## src/rtl/irq_arbiter.sv

```systemverilog
module irq_arbiter #(
  parameter int VEC_W = 16
) (
  input  logic             clk,
  input  logic             rst_n,
  input  logic             ext0,
  input  logic             tmr0,
  input  logic             ext1,
  input  logic             tmr1,
  input  logic             ser_rx,
  input  logic             ser_tx,
  input  logic [7:0]       en_reg,
  input  logic [4:0]       pri_reg,
  input  logic             insn_done,
  input  logic             reti,
  output logic             irq_req,
  output logic [VEC_W-1:0] irq_vector,
  output logic [2:0]       irq_src,
  output logic [4:0]       src_ack
);
  localparam int NSRC = 5;

  logic [NSRC-1:0] pend, elig, hi_c, lo_c, pick, first;
  logic [2:0]      idx;
  logic            take, ins_hi, ins_lo;
  logic            unused_en;

  assign unused_en = ^en_reg[6:5];
  assign pend  = {ser_rx | ser_tx, tmr1, ext1, tmr0, ext0};
  assign elig  = pend & en_reg[NSRC-1:0] & {NSRC{en_reg[7]}};
  assign hi_c  = ins_hi ? '0 : (elig & pri_reg);
  assign lo_c  = (ins_hi | ins_lo) ? '0 : (elig & ~pri_reg);
  assign pick  = (|hi_c) ? hi_c : lo_c;
  assign first = pick & (~pick + 1'b1);
  assign take  = insn_done & ~reti & (|pick);

  always_comb begin
    idx = '0;
    for (int i = NSRC - 1; i >= 0; i--)
      if (first[i]) idx = 3'(i);
  end

  always_ff @(posedge clk) begin
    if (!rst_n) begin
      irq_req    <= 1'b0;
      src_ack    <= '0;
      irq_src    <= '0;
      irq_vector <= '0;
      ins_hi     <= 1'b0;
      ins_lo     <= 1'b0;
    end else begin
      irq_req <= take;
      src_ack <= take ? first : '0;
      if (take) begin
        irq_src    <= idx;
        irq_vector <= VEC_W'({idx, 3'b011});
        if (|hi_c) ins_hi <= 1'b1;
        else       ins_lo <= 1'b1;
      end else if (reti) begin
        if (ins_hi) ins_hi <= 1'b0;
        else        ins_lo <= 1'b0;
      end
    end
  end
endmodule


```

## config.mk

```make
export PLATFORM = sky130hd
export DESIGN_NAME = irq_arbiter
export DESIGN_NICKNAME = d
export VERILOG_FILES = /design/src/rtl/irq_arbiter.sv
export SDC_FILE = /design/constraint.sdc
export NUM_CORES = 1
export LEC_CHECK = 0
export ABC_CLOCK_PERIOD_IN_PS = 3100
export BUFFER_PORTS_ARGS = -buffer_cell sky130_fd_sc_hd__clkbuf_2
export CORE_UTILIZATION = 35
export DETAILED_ROUTE_END_ITERATION = 16
export PLACE_DENSITY = 0.68
export SYNTH_ARGS = -nofsm -noshare
export SYNTH_HDL_FRONTEND = slang
export SYNTH_SLANG_ARGS = --single-unit
```

## constraint.sdc

```tcl
create_clock -name clk -period 3.1 [get_ports clk]
set_input_delay 0.31 -clock clk [delete_from_list [all_inputs] [get_ports clk]]
set_output_delay 0.31 -clock clk [all_outputs]
set_load 0.02 [all_outputs]
```

==> results.cfg <==
[status]
status = completed

[sta]
fin_skew_ns = 0.00184
fin_crit_sh_pct = 55.9
drv_slew = 0
grt_setup_unrepaired = no
max_clock_freq_mhz = 577
min_period_ns = 1.73
setup_viol = 0
finalSetupTns_ns = 0
hold_viol = 0

[setup_path]
worstSetupStartpointType = flip-flop
endpoint_kind = flip-flop
r2r_slack_ns = 1.37
r2r_cells = 5
critical_path_class = flip-flop to flip-flop
r2r-start = ins_hi
reg2reg_to = irq_src[0]
cp.arrival_ns = 1.87
required_ns = 3.24
critPathMaxFanout = 8

[logic_synthesis]
avgSynthCellArea_um2 = 8.29
ys_seq_elements = 12
synth_xor_area_share_pct = 0
synth-compound-area-share_pct = 28.3
synth-seq-area-share_pct = 28.4
synthMuxAreaShare_pct = 0
synthAdderAreaFrac_pct = 0
synth-simple-area-share_pct = 28.1
ys_types = 38
syn_inst = 102
syn-cell-area_um2 = 846
yosysWarnings = 0
synth_top_family_by_area = compound AO/OA/AOI/OAI gates

[global_route]
grt_pass1_vias = 758
overflow = 0
antenna_found_initial = 0
grt.total_usage_pct = 15.0
grt_max_degree = 9
grt_pass1_wl_mm = 3.03

[clock_network]
cts_tree = done
cts_resized = 0
htree_levels = 1
clock_path_buffers = 2
cts.sinks = 12
cts_buffers = 3
cts-root-buf = clkbuf_4
clk_latency_ns = 0.26
post-cts-setup-buffer-count = 0
clk_pin_slew_ns = 0.07
cts_hold_buf = 0

[min_path]
hp-start = reti
worstHoldEndpoint = ins_hi
hold_depth = 2
hp-class = primary input to flip-flop

[placement]
dp_hpwl_mm = 1.49
numPortBuffers = 34
routabilityCongestion = 0.874
place_inst = 158

[floorplan]
start_util_pct = 37.5
row_count = 17
die_area_um2 = 2620
die_h_um = 51.2
ios = 48
die_w_um = 51.2
core_um2 = 2250

[drt]
dr.pass1.iters = 4
remaining_drc_errors = 0
viasPerCell = 5.00
wl_mm = 1.73
ant_nets = 0
drt_iter0_markers = 23
via_count = 810
wl_per_cell_um = 10.7

[power_and_ir_drop]
vdd_drop_max_mv = 0.217
power.static_leakage_uw = 0.000460
power_density_nw_per_um2 = 376

[finish]
multi_input_area_um2 = 518
antennaDiodeCount = 0
layout-drive-gt1-share_pct = 38.1
fin_cells = 162
filler_cell_count = 244
syn_to_final_growth_pct = 19.1
fin_nets = 158
register_area_um2 = 240

[run]
drv_cap = 0
[power by group]
group	total, µW	internal [µW]	switching (µW)
registers	162	159	3.22
logic	97.6	36.7	61.0
clock network	119	71.2	47.6
total	378	266	112
[per-layer routing]
| metal | GRT usage (%) | routed length (µm) | share of wire, % | up-vias |
|---|---|---|---|---|
| met5 | 0 | 0 | 0 | - |
| met4 | 10.6 | 36 | 2.1 | 0 |
| met3 | 1.19 | 116 | 6.7 | 4 |
| met2 | 25.0 | 770 | 44 | 36 |
| met1 | 17.8 | 808 | 47 | 355 |
| li1 | - | - | - | 415 |
[worst max-delay path by stage]
stage	startpoint	end	slack [ns]	cells after the start
final	ins_hi	irq_src[0]	1.37	5
after global placement	ins_hi	irq_src[0]	1.45	5
after CTS	ins_hi	irq_src[0]	1.39	5
after detailed placement	en_reg[7]	irq_vector[1]	1.40	5
after floorplan	ins_hi	irq_src[0]	1.63	6
after global routing	ins_hi	irq_src[0]	1.24	5
[Yosys cell counts]
library cell	count	area (µm²)
a211oi_1	2	15.0
a21boi_0	1	7.51
a21o_1	2	15.0
a21oi_1	4	20.0
a21oi_2	1	8.76
a31o_2	1	8.76
a31o_4	1	17.5
a31oi_1	2	12.5
a41oi_1	1	8.76
and4b_1	2	20.0
buf_4	15	113
clkbuf_2	1	5.00
conb_1	1	3.75
dfxtp_1	12	240
inv_1	2	7.51
nand2_1	6	22.5
nand2b_1	2	12.5
nand3_1	8	40.0
nand3b_1	3	22.5
nor2_1	7	26.3
nor2_2	1	6.26
nor2_4	1	11.3
nor2b_1	2	12.5
nor3_1	1	5.00
nor3b_1	3	22.5
o211ai_1	1	7.51
o21a_1	2	15.0
o21ai_0	3	15.0
o21ai_2	1	8.76
o21ba_2	1	10.0
o221a_2	1	11.3
o22ai_1	1	6.26
o22ai_2	1	12.5
o31ai_1	3	22.5
o32ai_2	1	16.3
or2_2	2	12.5
or3_1	2	12.5
or3b_4	1	11.3
[kinds of logic (layout without fill, tap and decap cells)]
logic type      after synthesis  count (layout)
simple gates                 41              41
compound gates               30              30
buf+inv                      18              40
flops                        12              12
other cells                   1              11
[critical path, cell delays in order (launching register included)]
cell and delay [ns]:
dfxtp_1 0.44, nand2b_1 0.32, a21oi_1 0.14, or3_1 0.41, o22ai_2 0.17, o32ai_2 0.12
[metrics by stage]
stage                     setup WS (ns)  power (µW)  util (%)  instance area, µm²  hold WS [ns]
final                              1.37         378      44.7                1010         0.223
after global routing               1.24         404      44.7                1010         0.223
after CTS                          1.39         383      44.7                1010         0.213
after detailed placement           1.40         263      43.1                 971         0.484
after global placement             1.45         260      43.1                 971         0.470
after floorplan                    1.63         246         -                 883         0.386
[cell usage in the layout, fill, tap and decap left out, drive strengths merged, types with 2 or more instances in the layout]
cell,synthesis,layout
nand2,6,6
nand2b,2,2
nand3b,3,3
or2,2,2
clkbuf,1,38
inv,2,2
o21ai,4,4
a31oi,2,2
conb,1,11
o22ai,2,2
nor2b,2,2
o21a,2,2
dfxtp,12,12
or3,2,2
nor3b,3,3
a21oi,5,5
a21o,2,2
and4b,2,2
o31ai,3,3
nor2,9,9
a31o,2,2
a211oi,2,2
nand3,8,8
[sequential cells by signal, summed over array words and instances (netlist names)]
signal / cells
src_ack: 5
irq_src: 3
ins_hi: 1
ins_lo: 1
irq_req: 1
irq_vector: 1
[layout make-up]
cell class | instances | share of cell area (%)
Tap cell | 28 | 3.48
Inverter | 2 | 0.745
Clock buffer | 4 | 3.60
Timing Repair Buffer | 34 | 16.9
Sequential cell | 12 | 23.9
Multi-Input combinational cell | 82 | 51.4
(Power assumes the default switching activity.)
